--- config.mk ---
export PLATFORM = sky130hd
export DESIGN_NAME = codec_rx_frame_ser
export DESIGN_NICKNAME = d
export VERILOG_FILES = /design/src/rtl/codec_frame_pkg.sv /design/src/rtl/pair_slot_map.sv /design/src/rtl/frame_assembler.sv /design/src/rtl/frame_shift.sv /design/src/rtl/codec_rx_frame_ser.sv
export SDC_FILE = /design/constraint.sdc
export NUM_CORES = 1
export LEC_CHECK = 0
export BUFFER_PORTS_ARGS = -buffer_cell sky130_fd_sc_hd__buf_4
export CELL_PAD_IN_SITES_DETAIL_PLACEMENT = 0
export CELL_PAD_IN_SITES_GLOBAL_PLACEMENT = 2
export CORE_ASPECT_RATIO = 0.5
export CORE_MARGIN = 2
export CORE_UTILIZATION = 36
export DETAILED_ROUTE_END_ITERATION = 10
export GPL_ROUTABILITY_DRIVEN = 0
export PLACE_DENSITY = 0.76
export SYNTH_ARGS = -nofsm -noshare
export SYNTH_HDL_FRONTEND = slang
export SYNTH_SLANG_ARGS = --single-unit
export TNS_END_PERCENT = 50
--- constraint.sdc ---
create_clock -name bit_clk -period 1.61 [get_ports bit_clk]
set_clock_uncertainty 0.2 [all_clocks]
set_input_delay 0.161 -clock bit_clk [delete_from_list [all_inputs] [get_ports bit_clk]]
set_output_delay 0.161 -clock bit_clk [all_outputs]
set_load 0.02 [all_outputs]
--- src/rtl/codec_frame_pkg.sv ---
package codec_frame_pkg;
  localparam int TAG_W    = 16;
  localparam int SLOT_W   = 20;
  localparam int N_SLOTS  = 12;
  localparam int FRAME_W  = TAG_W + N_SLOTS * SLOT_W;
  localparam int IDX_W    = 7;
  localparam int RD_W     = 16;
  localparam int SMP_W    = 20;
  localparam int SLOTN_W  = 4;

  typedef logic [SLOTN_W-1:0] slot_num_t;

  typedef struct packed {
    slot_num_t left;
    slot_num_t right;
  } slot_pair_t;

  // Bit position of the LSB of slot s (1..N_SLOTS) inside the frame vector.
  function automatic int slot_lsb(input int s);
    return FRAME_W - TAG_W - SLOT_W * s;
  endfunction
endpackage

--- src/rtl/pair_slot_map.sv ---
module pair_slot_map
  import codec_frame_pkg::*;
(
  input  logic [1:0] sel_i,
  output slot_pair_t pair_o
);
  always_comb begin
    unique case (sel_i)
      2'd0:    pair_o = '{left: slot_num_t'(3),  right: slot_num_t'(4)};
      2'd1:    pair_o = '{left: slot_num_t'(6),  right: slot_num_t'(9)};
      2'd2:    pair_o = '{left: slot_num_t'(7),  right: slot_num_t'(8)};
      default: pair_o = '{left: slot_num_t'(10), right: slot_num_t'(11)};
    endcase
  end
endmodule

--- src/rtl/frame_assembler.sv ---
module frame_assembler
  import codec_frame_pkg::*;
(
  input  logic               codec_ready_i,
  input  logic               stat_valid_i,
  input  logic [IDX_W-1:0]   stat_index_i,
  input  logic [RD_W-1:0]    stat_data_i,
  input  logic               smp_take_i,
  input  logic [SMP_W-1:0]   smp_left_i,
  input  logic [SMP_W-1:0]   smp_right_i,
  input  logic               req_ok_i,
  input  slot_pair_t         pair_i,
  output logic [FRAME_W-1:0] frame_o
);
  localparam int REQ_TOP = 14;  // slot n request sits at slot-1 bit REQ_TOP-n

  logic [SLOT_W-1:0] slot_d [1:N_SLOTS];
  logic [N_SLOTS:1]  slot_v;

  for (genvar s = 1; s <= N_SLOTS; s++) begin : g_slot
    if (s == 1) begin : g_cmd
      always_comb begin
        slot_d[s] = '0;
        if (stat_valid_i) slot_d[s][18:12] = stat_index_i;
        for (int n = 3; n <= N_SLOTS; n++) begin
          slot_d[s][REQ_TOP-n] = req_ok_i &&
              (slot_num_t'(n) == pair_i.left || slot_num_t'(n) == pair_i.right);
        end
        slot_v[s] = stat_valid_i;
      end
    end else if (s == 2) begin : g_stat
      always_comb begin
        slot_d[s] = stat_valid_i ? {stat_data_i, 4'b0000} : '0;
        slot_v[s] = stat_valid_i;
      end
    end else begin : g_pcm
      always_comb begin
        slot_d[s] = '0;
        slot_v[s] = 1'b0;
        if (smp_take_i && slot_num_t'(s) == pair_i.left) begin
          slot_d[s] = smp_left_i;
          slot_v[s] = 1'b1;
        end else if (smp_take_i && slot_num_t'(s) == pair_i.right) begin
          slot_d[s] = smp_right_i;
          slot_v[s] = 1'b1;
        end
      end
    end
  end

  always_comb begin
    frame_o = '0;
    frame_o[FRAME_W-1] = codec_ready_i;
    for (int s = 1; s <= N_SLOTS; s++) begin
      frame_o[FRAME_W-1-s] = slot_v[s];
      frame_o[slot_lsb(s) +: SLOT_W] = slot_d[s];
    end
  end
endmodule

--- src/rtl/frame_shift.sv ---
module frame_shift
  import codec_frame_pkg::*;
(
  input  logic               clk,
  input  logic               rst_n,
  input  logic               load_i,
  input  logic [FRAME_W-1:0] frame_i,
  output logic               sdata_o
);
  logic [FRAME_W-1:0] sr_q;

  always_ff @(posedge clk) begin
    if (!rst_n)      sr_q <= '0;
    else if (load_i) sr_q <= frame_i;
    else             sr_q <= {sr_q[FRAME_W-2:0], 1'b0};
  end

  assign sdata_o = sr_q[FRAME_W-1];
endmodule

--- src/rtl/codec_rx_frame_ser.sv ---
module codec_rx_frame_ser
  import codec_frame_pkg::*;
(
  input  logic              bit_clk,
  input  logic              rst_n,
  input  logic              sync_i,
  input  logic              codec_ready_i,
  input  logic              stat_valid_i,
  input  logic [IDX_W-1:0]  stat_index_i,
  input  logic [RD_W-1:0]   stat_data_i,
  input  logic              smp_valid_i,
  output logic              smp_ready_o,
  input  logic [SMP_W-1:0]  smp_left_i,
  input  logic [SMP_W-1:0]  smp_right_i,
  input  logic              var_rate_i,
  input  logic              adc_pwr_ok_i,
  input  logic              rate_is_48k_i,
  input  logic              need_sample_i,
  input  logic [1:0]        pair_sel_i,
  output logic              sdata_o
);
  logic               sync_q;
  logic               sync_rise;
  logic               req_ok;
  slot_pair_t         pair;
  logic [FRAME_W-1:0] frame;

  always_ff @(posedge bit_clk) begin
    if (!rst_n) sync_q <= 1'b0;
    else        sync_q <= sync_i;
  end

  assign sync_rise   = rst_n && sync_i && !sync_q;
  assign smp_ready_o = sync_rise;
  assign req_ok      = var_rate_i && adc_pwr_ok_i && !rate_is_48k_i && !need_sample_i;

  pair_slot_map u_map (
    .sel_i  (pair_sel_i),
    .pair_o (pair)
  );

  frame_assembler u_asm (
    .codec_ready_i (codec_ready_i),
    .stat_valid_i  (stat_valid_i),
    .stat_index_i  (stat_index_i),
    .stat_data_i   (stat_data_i),
    .smp_take_i    (smp_valid_i && sync_rise),
    .smp_left_i    (smp_left_i),
    .smp_right_i   (smp_right_i),
    .req_ok_i      (req_ok),
    .pair_i        (pair),
    .frame_o       (frame)
  );

  frame_shift u_shift (
    .clk     (bit_clk),
    .rst_n   (rst_n),
    .load_i  (sync_rise),
    .frame_i (frame),
    .sdata_o (sdata_o)
  );
endmodule

==> results.toml, run 1 <==
[grt]
grt_first_pass_wirelength_um = 25310
met2_usage_pct = 21.00
busiest_layer = "met2"
antenna_found_initial = 0
overflow = 0
track_usage_pct = 13.77
grt_max_degree = 43
global_route.usage.met1_pct = 19.72
grtUsageMet3_pct = 2.777
grt_pass1_vias = 4794

[placement]
place_area_um2 = 8636
dp_cells = 900
place_hpwl_um = 8648
pre_cts_ws_ns = 0.09777
io_buffer_count = 76

[drt]
ant_nets = 0
avgRoutedWirePerCell_um = 15.23
drcViolationCount = 0
firstDrtPassIters = 5
vias = 4838
via_per_inst = 4.738
postRouteWirelength_um = 15550
drt_iter0_markers = 252

[sta]
max_freq_mhz = 607.0
fin_crit_ns = 1.647
hold_violations = 1
fin_ws_ns = -0.03736
rsz0062_at_grt = "true"
setup_viol = 31
hold-worst-slack_ns = -0.001379
period_share_pct = 102.3
slew_viol_final = 0

[synth]
synth_area_um2 = 7555
synth_top_family_by_area = "compound AO/OA/AOI/OAI gates"
synth_compound_area_share_pct = 23.35
synth_top_area_share_pct = 68.10
synthAdderAreaFrac_pct = 0
ys_ff_latch = 257
syn_nets = 653
synthMuxAreaShare_pct = 0
avgSynthCellArea_um2 = 13.07
synth.area.top_cells = "dfxtp_1 (68%), a22o_1 (22%), and2_1 (4.6%)"
synthXorXnorAreaFrac_pct = 0
synthCells = 578
yosys.area_share.simple_pct = 5.581
yosysWarnings = 0
ys_types = 19
yosysSeqAreaShare_pct = 68.10
synth_top_area_cell = "dfxtp_1"

[power]
p_leak_uw = 0.004295
vdd_drop_max_mv = 0.6190
powerDensity_nw_per_um2 = 1248

[setup_path]
crit_chain = "buf_6, nand4b_1, buf_6, nor3_4, buf_12, clkbuf_16, a22o_1"
critPathMostFrequentCell = "buf_6"
critPathMaxFanout = 11
crit_path_start_kind = "flop"
critical_path.slowest_cell = "dfxtp_2"
cp_top_family = "buffers and inverters"
endpoint_kind = "flop"
cp.depth = 7
crit_type = "reg2reg"
cp_num_buf_inv = 4
cp_data_arrival_time_ns = 1.90
reg2regPathDepth = 7
critPathMaxStageDelay_ns = 0.32
cp.required_ns = 1.86

[finish]
final_nets = 809
layout_common_cells = "dfxtp_1 (256), a22o_1 (186), buf_4 (80)"
final_common_cell = "dfxtp_1"
layoutNonFillerInstCount = 1021
n_antenna_cell = 0
final_cell_area_um2 = 10350
syn_to_final_growth_pct = 37.05
drive_gt1_share_pct = 20.19

[hold_path]
hp-class = "in2reg"
hold_depth = 4

[floorplanning]
core_um2 = 20550
num_io_pins = 77
num_rows = 37
die_w_um = 208.9
dieHeight_um = 106.4
start_util_pct = 36.75
die-area_um2 = 22230

[cts]
clockBufferDepth = 3
cts.sinks = 257
root_buffer = "clkbuf_16"
cts_buffers = 23
cts_tree = "built"
htreeDepth = 1
clk_pin_slew_worst_paths_ns = 0.06
clk-insertion-delay-late_ns = 0.51

[status]
status = "complete, but fails checks"
violations = "hold timing, setup timing"

[job]
max_cap_violations = 0
cell families after synthesis:
group | after synthesis
flops | 257
compound gates | 203
simple gates | 68
buf+inv | 49
other cells | 1
worst reg2reg max path, stage by stage, from the launching register on:
cell and delay (ns):
dfxtp_2 0.32, buf_6 0.10, nand4b_1 0.18, buf_6 0.16, nor3_4 0.15, buf_12 0.16, clkbuf_16 0.17, a22o_1 0.14
final timing paths:
kind	start	end	slack, ns
worst max-delay path	sync_q$_SDFF_PN0_	u_shift.sr_q[187]$_SDFF_PN0_	-0.04
worst min-delay path	pair_sel_i[1]	u_shift.sr_q[225]$_SDFF_PN0_	-0.001
worst max register to register	sync_q$_SDFF_PN0_	u_shift.sr_q[187]$_SDFF_PN0_	-0.04
worst min register to register	u_shift.sr_q[244]$_SDFF_PN0_	u_shift.sr_q[245]$_SDFF_PN0_	0.22
repair_timing:
item,CTS,global route
endpoints found under the setup margin,1,90
hold buffers,74,1
setup buffers,2,1
endpoints found under the hold margin,198,2
gates resized for setup,4,7
cloned,0,5
pin swaps,0,10
metal layers:
| layer | share of wire (%) | vias up |
|---|---|---|
| met5 | 0 | - |
| met4 | 2.3 | 0 |
| met3 | 2.7 | 28 |
| met2 | 42 | 55 |
| met1 | 53 | 2329 |
| li1 | - | 2426 |
through the flow:
stage,hold slack [ns],total power (uW),utilization [%],TNS [ns]
finish,-0.001379,12920,50.37,-0.7928
global route,0.01584,13420,50.37,-2.289
CTS,0.1910,13050,49.60,-0.02885
detailed placement,0.1750,7157,42.01,0
global placement,0.1724,7149,42.01,0
floorplan,0.08271,6820,-,0
registers in the layout (all words and copies together) (netlist names):
name,cells
u_shift.sr_q,256
sync_q,1
area by class of cell:
class,instances,area [um^2]
multi-input cells,272,2233
clock buffers,31,675.6
well taps,273,341.6
repair buffers,179,1827
inverters,1,3.754
fillers,1784,10200
clock inverters,8,126.4
flip-flops and latches,257,5146
cells in the mapped netlist (all sizes together):
master and count:
inv 1, a21boi 1, and4 1, clkbuf 13, buf 35, nand2 1, and3b 1, dfxtp 257
conb 1, and2 55, o2bb2ai 6, a22o 186, nor2 5, nand4 1, nor3 1, nand4b 1
a21o 10, nand2b 2
where the power goes:
part	internal, uW	total (uW)	switching, uW
logic	396	710	314
registers	6450	6470	26.1
clock network	3420	5740	2320
Note: power is estimated with default switching activity, not from simulation.
==> inputs of run 2 (changes only) <==
--- a/config.mk
+++ b/config.mk
@@ -13,7 +13,8 @@
 export CORE_UTILIZATION = 36
 export DETAILED_ROUTE_END_ITERATION = 10
 export GPL_ROUTABILITY_DRIVEN = 0
-export PLACE_DENSITY = 0.76
+export PLACE_DENSITY_LB_ADDON = 0.1
+export RECOVER_POWER = 50
 export SYNTH_ARGS = -nofsm -noshare
 export SYNTH_HDL_FRONTEND = slang
 export SYNTH_SLANG_ARGS = --single-unit
==> results.toml, run 2 (synthesis gave the netlist of run 1 again) <==
[floorplanning]
core_um2 = 20550
dieHeight_um = 106.4
die_w_um = 208.9
start_util_pct = 36.75
num_rows = 37
die-area_um2 = 22230
num_io_pins = 77

[status]
violations = "setup timing"
status = "complete, but fails checks"

[finish]
final_common_cell = "dfxtp_1"
top_register = "u_shift.sr_q"
syn_to_final_growth_pct = 35.39
nFillCells = 1873
final_nets = 809
drive_gt1_share_pct = 19.60
fin_util_pct = 49.76
largest_reg_flops = 256
n_antenna_cell = 0
multi_input_area_um2 = 2240
layout_common_cells = "dfxtp_1 (256), a22o_1 (186), buf_4 (82)"
top_regs = "u_shift.sr_q (256), sync_q (1)"
seqCellArea_um2 = 5146

[setup_path]
critPathMaxFanout = 42
reg2reg_from = "sync_q$_SDFF_PN0_"
cp.required_ns = 1.84
crit_type = "reg2reg"
endpoint_kind = "flop"
crit_path_start_kind = "flop"
crit_start = "sync_q$_SDFF_PN0_"
cp_data_arrival_time_ns = 1.87

[cts]
htreeDepth = 1
cts_buffers = 22
cts.sinks = 257
clockBufferDepth = 3
clk-insertion-delay-late_ns = 0.50
root_buffer = "clkbuf_16"
clk_pin_slew_worst_paths_ns = 0.07
cts_tree = "built"

[grt]
track_usage_pct = 13.93
overflow = 0
grt_pass1_vias = 4748
grt_first_pass_wirelength_um = 25320
antenna_found_initial = 0
grt_max_degree = 43

[sta]
setup_viol = 11
setup_tns_ns = -0.05468
max_freq_mhz = 612.5
fin_ws_ns = -0.02270
slew_viol_final = 0
rsz0062_at_grt = "true"
hold_violations = 0
period_share_pct = 101.4
hold-worst-slack_ns = 0.1604
fin_crit_ns = 1.633

[power]
p_leak_uw = 0.004257
vdd_drop_max_mv = 0.4811
finalPower_uw = 12590
powerDensity_nw_per_um2 = 1230

[drt]
drcViolationCount = 0
avgRoutedWirePerCell_um = 15.21
via_per_inst = 4.733
postRouteWirelength_um = 15560
firstDrtPassIters = 4
drt_iter0_markers = 294
vias = 4842
ant_nets = 0

[hold_path]
min_from = "sync_i"
hp-class = "in2reg"

[placement]
place_hpwl_um = 8526
io_buffer_count = 76

[job]
max_cap_violations = 0
-- run 2: final timing paths --
| check | endpoint | cells after the start | slack [ns] |
|---|---|---|---|
| setup / recovery | u_shift.sr_q[179]$_SDFF_PN0_ | 6 | -0.02 |
| hold / removal | u_shift.sr_q[227]$_SDFF_PN0_ | 5 | 0.16 |
| setup reg to reg | u_shift.sr_q[179]$_SDFF_PN0_ | 6 | -0.02 |
| hold reg to reg | u_shift.sr_q[4]$_SDFF_PN0_ | 1 | 0.22 |
-- run 2: stage by stage --
| step | cell area, um^2 | worst slack, ns | std cells |
|---|---|---|---|
| floorplan | 7555 | 0.03844 | 578 |
| global placement | 8643 | 0.1224 | 901 |
| detailed placement | 8643 | 0.1036 | 901 |
| CTS | 10140 | -0.02373 | 1016 |
| global route | 10230 | -0.09067 | 1023 |
| finish | 10230 | -0.02270 | 1023 |
-- run 2: final cells by class --
class,instances,area share [%]
clock buffers,33,6.385
clock inverters,7,0.8318
inverters,1,0.03670
multi-input cells,272,21.90
well taps,273,3.339
repair buffers,180,17.20
flip-flops and latches,257,50.31
-- run 2: where the power goes --
| part | switching [uW] | internal [uW] | total, uW |
|---|---|---|---|
| Sequential | 25.6 | 6440 | 6470 |
| Combinational | 323 | 395 | 718 |
| Clock | 2270 | 3130 | 5400 |
-- run 2: what timing repair did --
item | 4_1_cts | 5_1_grt
hold buffers | 74 | 1
endpoints found under the hold margin | 195 | 7
pin swaps | 4 | 3
resized for setup | 5 | 6
gates cloned | 0 | 2
buffers inserted | 2 | 5
setup endpoints to repair | 1 | 182
-- run 2: worst max-delay path: stages, from the launching register on --
cell and delay [ns]:
dfxtp_2 0.33, buf_6 0.11, nand4b_1 0.17, buf_6 0.16, nor3_4 0.15, buf_12 0.25, a22o_1 0.19
-- run 2: layer usage --
layer | global-route usage, % | vias to the layer above | wire length [um]
li1 | - | 2426 | -
met2 | 19.88 | 65 | 6293
met3 | 3.102 | 22 | 546
met1 | 20.99 | 2329 | 8459
met5 | 0 | - | 0
met4 | 3.571 | 0 | 264
